### src/rtl/devmem_split_pkg.sv
package devmem_split_pkg;

  localparam int LANE_BYTES = 4;
  localparam logic [1:0] BURST_INCR = 2'b01;

  typedef enum logic [1:0] {
    KIND_BYTE  = 2'd0,
    KIND_HALF  = 2'd1,
    KIND_WORD  = 2'd2,
    KIND_MULTI = 2'd3
  } accKind_e;

  // strobes from control to datapath
  typedef struct packed {
    logic load;     // capture a new request
    logic advance;  // current command handshaken
    logic active;   // a sequence is in progress
  } ctrlStrb_t;

  function automatic logic isMisaligned(accKind_e kind, logic [1:0] lowAddr);
    case (kind)
      KIND_BYTE: isMisaligned = 1'b0;
      KIND_HALF: isMisaligned = lowAddr[0];
      default:   isMisaligned = (lowAddr != 2'b00);
    endcase
  endfunction

endpackage

### src/rtl/devmem_split_dp.sv
module devmem_split_dp
  import devmem_split_pkg::*;
#(
  parameter int ADDR_W = 32,
  parameter int CNT_W  = 4
) (
  input  logic                         clk,
  input  logic                         rstN,
  input  ctrlStrb_t                    ctrl,
  input  logic [ADDR_W-1:0]            reqAddr,
  input  logic [1:0]                   reqKind,
  input  logic [CNT_W-1:0]             reqCountM1,
  input  logic                         reqWrite,
  output logic                         reqBad,
  output logic                         lastCmd,
  output logic [ADDR_W-1:0]            cmdAddr,
  output logic [2:0]                   cmdSize,
  output logic [3:0]                   cmdLen,
  output logic                         cmdWrite,
  output logic [LANE_BYTES-1:0]        beat0Strb,
  output logic [LANE_BYTES-1:0]        beat1Strb
);

  localparam int REM_W = CNT_W + 1;

  logic [ADDR_W-1:0] curAddr;
  logic [REM_W-1:0]  remWords;
  accKind_e          curKind;
  logic              curWrite;
  logic              twoBeat;
  logic [REM_W-1:0]  beatsNow;
  logic [LANE_BYTES-1:0] laneSel;

  assign reqBad = isMisaligned(accKind_e'(reqKind), reqAddr[1:0]);

  // a pair of beats only from an 8-byte aligned address with two words left
  assign twoBeat  = !curAddr[2] && (remWords >= REM_W'(2));
  assign beatsNow = twoBeat ? REM_W'(2) : REM_W'(1);
  assign lastCmd  = (remWords == beatsNow);

  always_ff @(posedge clk or negedge rstN) begin
    if (!rstN) begin
      curAddr  <= '0;
      remWords <= '0;
      curKind  <= KIND_BYTE;
      curWrite <= 1'b0;
    end else if (ctrl.load) begin
      curAddr  <= reqAddr;
      curKind  <= accKind_e'(reqKind);
      curWrite <= reqWrite;
      remWords <= (accKind_e'(reqKind) == KIND_MULTI)
                  ? REM_W'(reqCountM1) + REM_W'(1) : REM_W'(1);
    end else if (ctrl.advance) begin
      curAddr  <= curAddr + (twoBeat ? ADDR_W'(8) : ADDR_W'(4));
      remWords <= remWords - beatsNow;
    end
  end

  always_comb begin
    case (curKind)
      KIND_BYTE: cmdSize = 3'd0;
      KIND_HALF: cmdSize = 3'd1;
      default:   cmdSize = 3'd2;
    endcase
  end

  assign cmdAddr  = curAddr;
  assign cmdLen   = {3'b000, twoBeat};
  assign cmdWrite = curWrite;

  for (genvar ln = 0; ln < LANE_BYTES; ln++) begin : g_lane
    localparam logic [1:0] LIDX = 2'(ln);
    assign laneSel[ln] = (curKind == KIND_BYTE) ? (curAddr[1:0] == LIDX) :
                         (curKind == KIND_HALF) ? (curAddr[1] == LIDX[1]) : 1'b1;
    assign beat0Strb[ln] = curWrite & laneSel[ln];
    assign beat1Strb[ln] = curWrite & twoBeat;
  end

  AST_SUBWORD_SINGLE: assert property (@(posedge clk) disable iff (!rstN)
    ctrl.active && (cmdSize != 3'd2) |-> (cmdLen == 4'd0));
  AST_PAIR_ON_8B: assert property (@(posedge clk) disable iff (!rstN)
    ctrl.active && (cmdLen == 4'd1) |-> (cmdAddr[2:0] == 3'b000));
  AST_WORD_ALIGNED: assert property (@(posedge clk) disable iff (!rstN)
    ctrl.active && (cmdSize == 3'd2) |-> (cmdAddr[1:0] == 2'b00));
  AST_REMAIN_LIVE: assert property (@(posedge clk) disable iff (!rstN)
    ctrl.active |-> (remWords != '0));
  AST_HOLD_STABLE: assert property (@(posedge clk) disable iff (!rstN)
    ctrl.active && !ctrl.advance && !ctrl.load |=> $stable(cmdAddr) && $stable(cmdLen));

endmodule

### src/rtl/devmem_split_ctrl.sv
module devmem_split_ctrl
  import devmem_split_pkg::*;
(
  input  logic      clk,
  input  logic      rstN,
  input  logic      reqValid,
  input  logic      reqBad,
  input  logic      cmdReady,
  input  logic      lastCmd,
  output logic      reqReady,
  output logic      cmdValid,
  output logic      done,
  output logic      alignFault,
  output ctrlStrb_t strb
);

  typedef enum logic {ST_IDLE, ST_BUSY} state_e;

  state_e state;
  logic   accept;

  assign reqReady = (state == ST_IDLE);
  assign cmdValid = (state == ST_BUSY);
  assign accept   = reqValid && reqReady;

  assign strb.load    = accept && !reqBad;
  assign strb.advance = cmdValid && cmdReady;
  assign strb.active  = cmdValid;

  always_ff @(posedge clk or negedge rstN) begin
    if (!rstN) begin
      state      <= ST_IDLE;
      done       <= 1'b0;
      alignFault <= 1'b0;
    end else begin
      done       <= 1'b0;
      alignFault <= accept && reqBad;
      case (state)
        ST_IDLE: if (strb.load) state <= ST_BUSY;
        ST_BUSY: if (strb.advance && lastCmd) begin
          state <= ST_IDLE;
          done  <= 1'b1;
        end
        default: state <= ST_IDLE;
      endcase
    end
  end

  AST_BUSY_REFUSES: assert property (@(posedge clk) disable iff (!rstN)
    cmdValid |-> !reqReady);
  AST_CMD_HOLD: assert property (@(posedge clk) disable iff (!rstN)
    cmdValid && !cmdReady |=> cmdValid);
  AST_FAULT_QUIET: assert property (@(posedge clk) disable iff (!rstN)
    alignFault |-> !cmdValid && !done);
  AST_DONE_PULSE: assert property (@(posedge clk) disable iff (!rstN)
    done |=> !done);
  AST_DONE_IDLE: assert property (@(posedge clk) disable iff (!rstN)
    done |-> !cmdValid);

endmodule

### src/rtl/devmem_burst_split.sv
module devmem_burst_split
  import devmem_split_pkg::*;
#(
  parameter int ADDR_W = 32,
  parameter int CNT_W  = 4
) (
  input  logic              clk,
  input  logic              rstN,
  input  logic              reqValid,
  output logic              reqReady,
  input  logic [ADDR_W-1:0] reqAddr,
  input  logic [1:0]        reqKind,
  input  logic [CNT_W-1:0]  reqCountM1,
  input  logic              reqWrite,
  output logic              cmdValid,
  input  logic              cmdReady,
  output logic [ADDR_W-1:0] cmdAddr,
  output logic [1:0]        cmdBurst,
  output logic [2:0]        cmdSize,
  output logic [3:0]        cmdLen,
  output logic              cmdWrite,
  output logic [3:0]        beat0Strb,
  output logic [3:0]        beat1Strb,
  output logic              alignFault,
  output logic              done
);

  ctrlStrb_t strb;
  logic      reqBad;
  logic      lastCmd;

  assign cmdBurst = BURST_INCR;

  devmem_split_ctrl u_ctrl (
    .clk        (clk),
    .rstN       (rstN),
    .reqValid   (reqValid),
    .reqBad     (reqBad),
    .cmdReady   (cmdReady),
    .lastCmd    (lastCmd),
    .reqReady   (reqReady),
    .cmdValid   (cmdValid),
    .done       (done),
    .alignFault (alignFault),
    .strb       (strb)
  );

  devmem_split_dp #(.ADDR_W(ADDR_W), .CNT_W(CNT_W)) u_dp (
    .clk        (clk),
    .rstN       (rstN),
    .ctrl       (strb),
    .reqAddr    (reqAddr),
    .reqKind    (reqKind),
    .reqCountM1 (reqCountM1),
    .reqWrite   (reqWrite),
    .reqBad     (reqBad),
    .lastCmd    (lastCmd),
    .cmdAddr    (cmdAddr),
    .cmdSize    (cmdSize),
    .cmdLen     (cmdLen),
    .cmdWrite   (cmdWrite),
    .beat0Strb  (beat0Strb),
    .beat1Strb  (beat1Strb)
  );

endmodule

### config.mk
export PLATFORM = sky130hd
export DESIGN_NAME = devmem_burst_split
export DESIGN_NICKNAME = d
export VERILOG_FILES = /design/src/rtl/devmem_split_pkg.sv /design/src/rtl/devmem_split_dp.sv /design/src/rtl/devmem_split_ctrl.sv /design/src/rtl/devmem_burst_split.sv
export SDC_FILE = /design/constraint.sdc
export NUM_CORES = 1
export LEC_CHECK = 0
export BUFFER_PORTS_ARGS = -buffer_cell sky130_fd_sc_hd__buf_2
export CAP_MARGIN = 20
export CORE_ASPECT_RATIO = 1.5
export CORE_MARGIN = 2
export CORE_UTILIZATION = 45
export CTS_CLUSTER_SIZE = 20
export DETAILED_ROUTE_END_ITERATION = 10
export PLACE_DENSITY = 0.85
export RECOVER_POWER = 25
export SLEW_MARGIN = 20
export SYNTH_ARGS = -nofsm -noshare
export SYNTH_HDL_FRONTEND = slang
export SYNTH_SLANG_ARGS = --single-unit
### constraint.sdc
create_clock -name clk -period 2.65 [get_ports clk]
set_input_delay 0 -clock clk [delete_from_list [all_inputs] [get_ports clk]]
set_output_delay 0 -clock clk [all_outputs]
set_load 0.03 [all_outputs]
==> After elaboration in Yosys (flattened, before gate mapping) <==
Index checks and enable logic that the tools add are counted.
{ "classes": {"add_sub_neg": 3, "multipliers": 0, "div_mod_pow": 0, "magnitude_cmp": 1, "eq_ne": 7, "n_shift": 0, "muxes": 20, "n_bitwise": 7, "reduce_logical": 13} }
{ "ops": {"columns": ["cell", "n"], "rows": [
  ["32-bit 2-to-1 mux", 2],
  ["32-bit adder", 1],
  ["5-bit 2-to-1 mux", 3],
  ["1-bit 2-to-1 mux", 10],
  ["2-bit by 1-bit equality test with 1-bit output (second input constant)", 3],
  ["2-bit equality test (second input constant)", 3],
  ["1-bit logical AND", 6],
  ["2-bit zero test", 3],
  ["4-bit by 1-bit adder with 5-bit output (second input constant)", 1],
  ["1-bit bitwise AND", 5],
  ["5-bit equality test", 1],
  ["5-bit by 2-bit greater-or-equal comparator with 1-bit output (second input constant)", 1],
  ["5-bit subtractor", 1],
  ["4-bit 2-to-1 mux", 1],
  ["1-bit one-hot mux with 2 select lines", 2],
  ["2-bit one-hot mux with 2 select lines", 1],
  ["2-bit nonzero test", 2],
  ["1-bit zero test", 2],
  ["2-bit 2-to-1 mux", 1],
  ["1-bit inverter", 2]
]} }
{ "word_totals": {"ff_bits": 43, "latch_bits": 0, "ram_bits": 0, "romBits": 0, "input_bits": 43, "output_inout_bits": 54, "wordCells": 58, "mem_count": 0} }

==> Logic depth before layout (Yosys ltp) <==
{ "depth": {"depth_word": 7, "ltp_mapped": 9, "ltp_nobuf": 9} }

==> Cells and area by module <==
A second synthesis with hierarchy kept.
{ "unflattened": {"hier_cells": 310, "hier_area_um2": 2677.6} }
{ "modules_own_cells": {"columns": ["module", "n_inst", "cells_each", "area_each_um2", "seq_area_each_um2"], "rows": [
  ["devmem_split_dp", 1, 295, 2524.9, 1001.0],
  ["devmem_split_ctrl", 1, 11, 130.1, 75.1],
  ["devmem_burst_split", 1, 4, 22.5, 0.0]
]} }

==> Worst setup path before layout <==
Ideal clock, no wire load.
{ "synth_timing": {"path_kind": "reg-to-reg", "startpoint": "register u_dp.remWords[1]", "endpoint": "register u_dp.curAddr[11] (netlist: u_dp.cmdAddr[11])", "setup_ns": 0.076, "arrival_ns": 2.144, "t_required_ns": 2.574, "path_slack_ns": 0.430, "path_stages_with_launch": 10, "n_path_buf": 1, "synth_period_minus_slack_ns": 2.220, "cell_sequence": "dfrtp_1 -> nor4_1 -> nor2_1 -> ha_1 -> a21oi_2 -> nor4_4 -> buf_4 -> nand3_1 -> xor2_1 -> o21ai_1"} }
{ "synth_via": {"elab_chain_cells": 6} }
{ "synth_rtl": {"columns": ["item", "line_no", "source"], "rows": [
  ["start, declared", "devmem_split_dp.sv:27", "logic [REM_W-1:0] remWords;"],
  ["start signal, assigned", "devmem_split_dp.sv:51", "remWords <= (accKind_e'(reqKind) == KIND_MULTI)"],
  ["start signal, assigned", "devmem_split_dp.sv:55", "remWords <= remWords - beatsNow;"],
  ["5-bit by 2-bit greater-or-equal comparator with 1-bit output", "devmem_split_dp.sv:37", "assign twoBeat = !curAddr[2] && (remWords >= REM_W'(2));"],
  ["1-bit logical AND", "devmem_split_dp.sv:37", null],
  ["net u_dp.twoBeat", "devmem_split_dp.sv:30", "logic twoBeat;"],
  ["4-bit 2-to-1 mux", "devmem_split_dp.sv:54", "curAddr <= curAddr + (twoBeat ? ADDR_W'(8) : ADDR_W'(4));"],
  ["32-bit adder", "devmem_split_dp.sv:54", null],
  ["32-bit 2-to-1 mux", "devmem_split_dp.sv:53", "end else if (ctrl.advance) begin"],
  ["32-bit 2-to-1 mux", "devmem_split_dp.sv:47", "end else if (ctrl.load) begin"],
  ["end signal, assigned", "devmem_split_dp.sv:48", "curAddr <= reqAddr;"],
  ["end signal, assigned", "devmem_split_dp.sv:54", null],
  ["end, declared", "devmem_split_dp.sv:26", "logic [ADDR_W-1:0] curAddr;"]
]} }
The timed path passes the listed nets, and every way through them passes these cells. The select of a mux whose other input is x is not followed.
A chain may end at the register's enable or synchronous reset.

==> Worst setup path after layout <==
{ "layout_timing": {"startpoint": "register u_dp.remWords[1]", "endpoint": "register u_dp.curAddr[19] (netlist: u_dp.cmdAddr[19])"} }
{ "layout_via": {"elab_chain_cells": 6} }
{ "layout_rtl": {"columns": ["item", "line_no"], "rows": [
  ["5-bit by 2-bit greater-or-equal comparator with 1-bit output", "devmem_split_dp.sv:37"],
  ["1-bit logical AND", "devmem_split_dp.sv:37"],
  ["4-bit 2-to-1 mux", "devmem_split_dp.sv:54"],
  ["32-bit adder", "devmem_split_dp.sv:54"],
  ["32-bit 2-to-1 mux", "devmem_split_dp.sv:53"],
  ["32-bit 2-to-1 mux", "devmem_split_dp.sv:47"]
]} }
Every way passes these cells. The select of a mux whose other input is x is not followed.

==> results.md <==
- Run status: completed
- Fmax: 421 MHz
- Worst Setup End Kind: flip-flop
- WP data arrival: around 2600 ps
- Total GRT Usage: 22.7%
- Clk_lat worst skew: 300 ps
- CTS tree: done
- Area of the multi-input gates: between 1000 and 1500 sq um
- Clk root buf: clkbuf_8
- Synth top area share: 42.4%
- Core Region: 5450 sq um
- Period utilisation layout: 89.6%
- Most numerous cell in the Yosys netlist: nand2_1
- First-pass GRT wire length: between 10 and 15 mm
- Met3 routed WL: slightly below 300 um
- Worst Skew: 12.2 ps
- TritonCTS Sinks: 43
- Sequential share of the synthesized area: roughly 42%
- Cells along the critical path: nor4_1 -> nor2_1 -> ha_1 -> a21oi_2 -> nor4_4 -> buf_4 -> nand4_1 -> xor2_1 -> o21ai_0
- Mapped Avg Cell Area: between 8 and 9 sq um
- Crit-path max FO: 12
- Via count: 2534
- Hold Crit Class: input port to flip-flop
- Bufs and invs on worst path: 1
- Initial core utilization: 46.5%
- Area leader, netlist: dfrtp_1
- Reg-to-Reg End: u_dp.cmdAddr[19]$_DFFE_PN0N_
- Cells after synthesis: a little under 300
- Fin cells: 481
- Routed wl met2: 3.74 mm
- DIE WIDTH: 65.3 um
- Fin. Hold Viols: 0
- Register Area: 1080 sq um
- PwrDens: between 1000 and 1500 nW/um^2
- Routed WL per cell: 14.1 um
- Yosys warning total: 0
- Number of global-route vias before repair: between 2000 and 2500
- Hold EP: u_dp.cmdAddr[13]$_DFFE_PN0N_
- CTS Buf Count: 5
- Max incr delay on CP: ~420 ps
- Routed WL: 6.78 mm
- Number of detailed-route iterations in the first pass: 4
- WS Path Type: flip-flop to flip-flop
- Hold path depth: 3
- WP data required: 2860 ps
- H-Tree Level Count: 2
- Setup_tns: 0 ps
- Worst-path clk slew: approximately 90 ps
- Layout Utilization: 64.2%
- Top Metal Used: met4
- Initial antenna violation count: 0
- Wire length on met1: approximately 2.6 mm
- Share of layout cells above drive strength 1: 26.8%
- Synthesized flop and latch total: 43
- Dpl ws: 377 ps
- Via-per-instance ratio: between 5 and 6
- Max clock buf depth: 2
- Register-to-register path setup slack: between 200 and 300 ps
- Synth async-reset ratio: 100%
- IO Count: 97
- Final setup fails: 0
- Diodes inserted: 0
- P_leak: 1.61 nW
- Largest net degree at the start of global routing: 44
- HPWL Detailed: 4.71 mm
- Crit. Startpoint: u_dp.remWords[1]$_DFFE_PN0N_
- R2R depth: 9
- Routed Antenna Nets: 0
- Most used DFF post-synth: dfrtp_1
- Die height: around 96 um
- Delay-heaviest family, CP: simple AND/OR/NAND/NOR gates
- Post-synthesis instance area: 2540 sq um
- Row cnt: 33
- Critical Path Source Type: flip-flop
- Post-synth EDFFs: 0
- Final slew viol count: 0
- # nets final: 458
- Peak supply drop: 0.600 mV
- # fillers: between 400 and 500
- Final min period: 2380 ps
- Worst R2R Start: u_dp.remWords[1]$_DFFE_PN0N_
- Hold_sp: reqAddr[13]
- Max_slew headroom: under 10%
- Post-CTS Setup Inserts: 0
- Fin worst setup slack: 275 ps
- Placed Cells: 438
- DRC: 0
- Routability cong.: 0.790
- Die ar.: roughly 6300 sq um
- Max_cap viols: 0
- PortBufs: 90
- Initial DRC count: 167
- Synth area leaders: dfrtp_1 42%, nand2_1 7.8%, xor2_1 7.6%, o21ai_0 4.7%, nand4_1 3.9%
- Least-Margin Pin Slew: 1370 ps
- CP max stage cell: dfrtp_1
- Total power: between 0.004 and 0.005 W
- Synth unique cells: 41
- Commonest cells in the netlist: 53 x nand2_1, 43 x dfrtp_1, 24 x o21ai_0, 22 x xor2_1
- Grt ovf: 0
- Layout area overhead: 37.9%
- RSZ-0062 raised after global routing: false
## layout make-up
cell class	count	area share, %
clock inverter	2	1.72
tap	70	2.50
timing repair buffer	131	24.2
sequential	43	30.8
clock buffer	6	2.07
multi-input combinational	222	38.0
inverter	7	0.751
## worst max path at each step
stage,slack [ps],endpoint,cells after the start
6_report,270,u_dp.cmdAddr[19]$_DFFE_PN0N_,9
5_1_grt,100,u_dp.cmdAddr[28]$_DFFE_PN0N_,3
4_1_cts,250,u_dp.remWords[4]$_DFFE_PN0N_,10
3_5_place_dp,380,u_dp.cmdAddr[29]$_DFFE_PN0N_,9
3_3_place_gp,460,u_dp.cmdAddr[29]$_DFFE_PN0N_,9
2_1_floorplan,430,u_dp.cmdAddr[11]$_DFFE_PN0N_,9
## stage by stage
stage / hold slack [ps] / instance area [sq um]
2_1_floorplan: -296 / 2550
3_3_place_gp: 195 / 3010
3_5_place_dp: 202 / 3010
4_1_cts: 1.18 / 3490
5_1_grt: 20.6 / 3500
6_report: 3.05 / 3500
## cell usage in the layout (no fill, tap or decap), types with 2 or more instances in the layout
master | Yosys | routed
a21oi_1 | 10 | 10
a21oi_2 | 2 | 2
and3_1 | 4 | 4
and4_1 | 4 | 4
buf_2 | 3 | 89
buf_4 | 11 | 6
bufinv_16 | 0 | 2
clkbuf_1 | 6 | 2
clkbuf_8 | 0 | 5
conb_1 | 2 | 6
dfrtp_1 | 43 | 43
dlygate4sd3_1 | 0 | 34
ha_1 | 4 | 4
inv_1 | 7 | 7
nand2_1 | 53 | 53
nand3_1 | 14 | 14
nand4_1 | 16 | 16
nor2_1 | 16 | 15
nor2b_1 | 4 | 4
nor3_1 | 4 | 4
nor4_1 | 2 | 2
nor4_4 | 2 | 2
o21a_1 | 2 | 2
o21ai_0 | 24 | 24
o21ai_1 | 8 | 8
o22ai_1 | 2 | 2
xnor2_1 | 8 | 8
xor2_1 | 22 | 22
## worst register-to-register path: cells and delay by family (launching register included)
kind / cells / cell delay (ps)
fa+ha+maj: 1 / 340
xor+xnor: 1 / 160
flops: 1 / 420
compound gates: 2 / 260
buf+inv: 1 / 230
simple gates: 4 / 890
## routing by layer
| layer | track usage (%) | up-vias |
|---|---|---|
| met5 | 0 | - |
| met4 | 9.72 | 0 |
| met3 | 3.98 | 12 |
| li1 | - | 1226 |
| met1 | 24.7 | 1222 |
| met2 | 42.7 | 74 |
## kinds of logic after synthesis
logic type               count (synthesis)  share of synthesized area, %
AO/OA/AOI/OAI                           54                          11.9
other                                    2                         0.296
flip-flops                              43                          42.4
buffers and inverters                   29                          6.07
XOR/XNOR                                30                          10.4
adder cells (fa/ha/maj)                  5                          2.76
AND/OR/NAND/NOR                        127                          26.1
## registers in the layout, indices dropped and copies added (netlist names)
signal	cells
u_dp.cmdAddr	32
u_dp.curKind	2
u_ctrl.alignFault	1
u_ctrl.done	1
u_ctrl.cmdValid	1
u_dp.remWords	5
u_dp.cmdWrite	1
## power by group
part / leakage, nW / total [W] / internal, W / switching, W
logic: 1.01 / 0.00223 / 0.000761 / 0.00147
clock network: 0.0654 / 0.000601 / 0.000377 / 0.000224
registers: 0.531 / 0.00138 / 0.000970 / 0.000412
total: 1.61 / 0.00422 / 0.00211 / 0.00211
## repair_timing
| action | CTS | global route |
|---|---|---|
| hold buffers | 34 | 0 |
| gates resized for setup | 0 | 0 |
| endpoints found under the hold margin | 76 | 0 |
(Power assumes the default switching activity.)
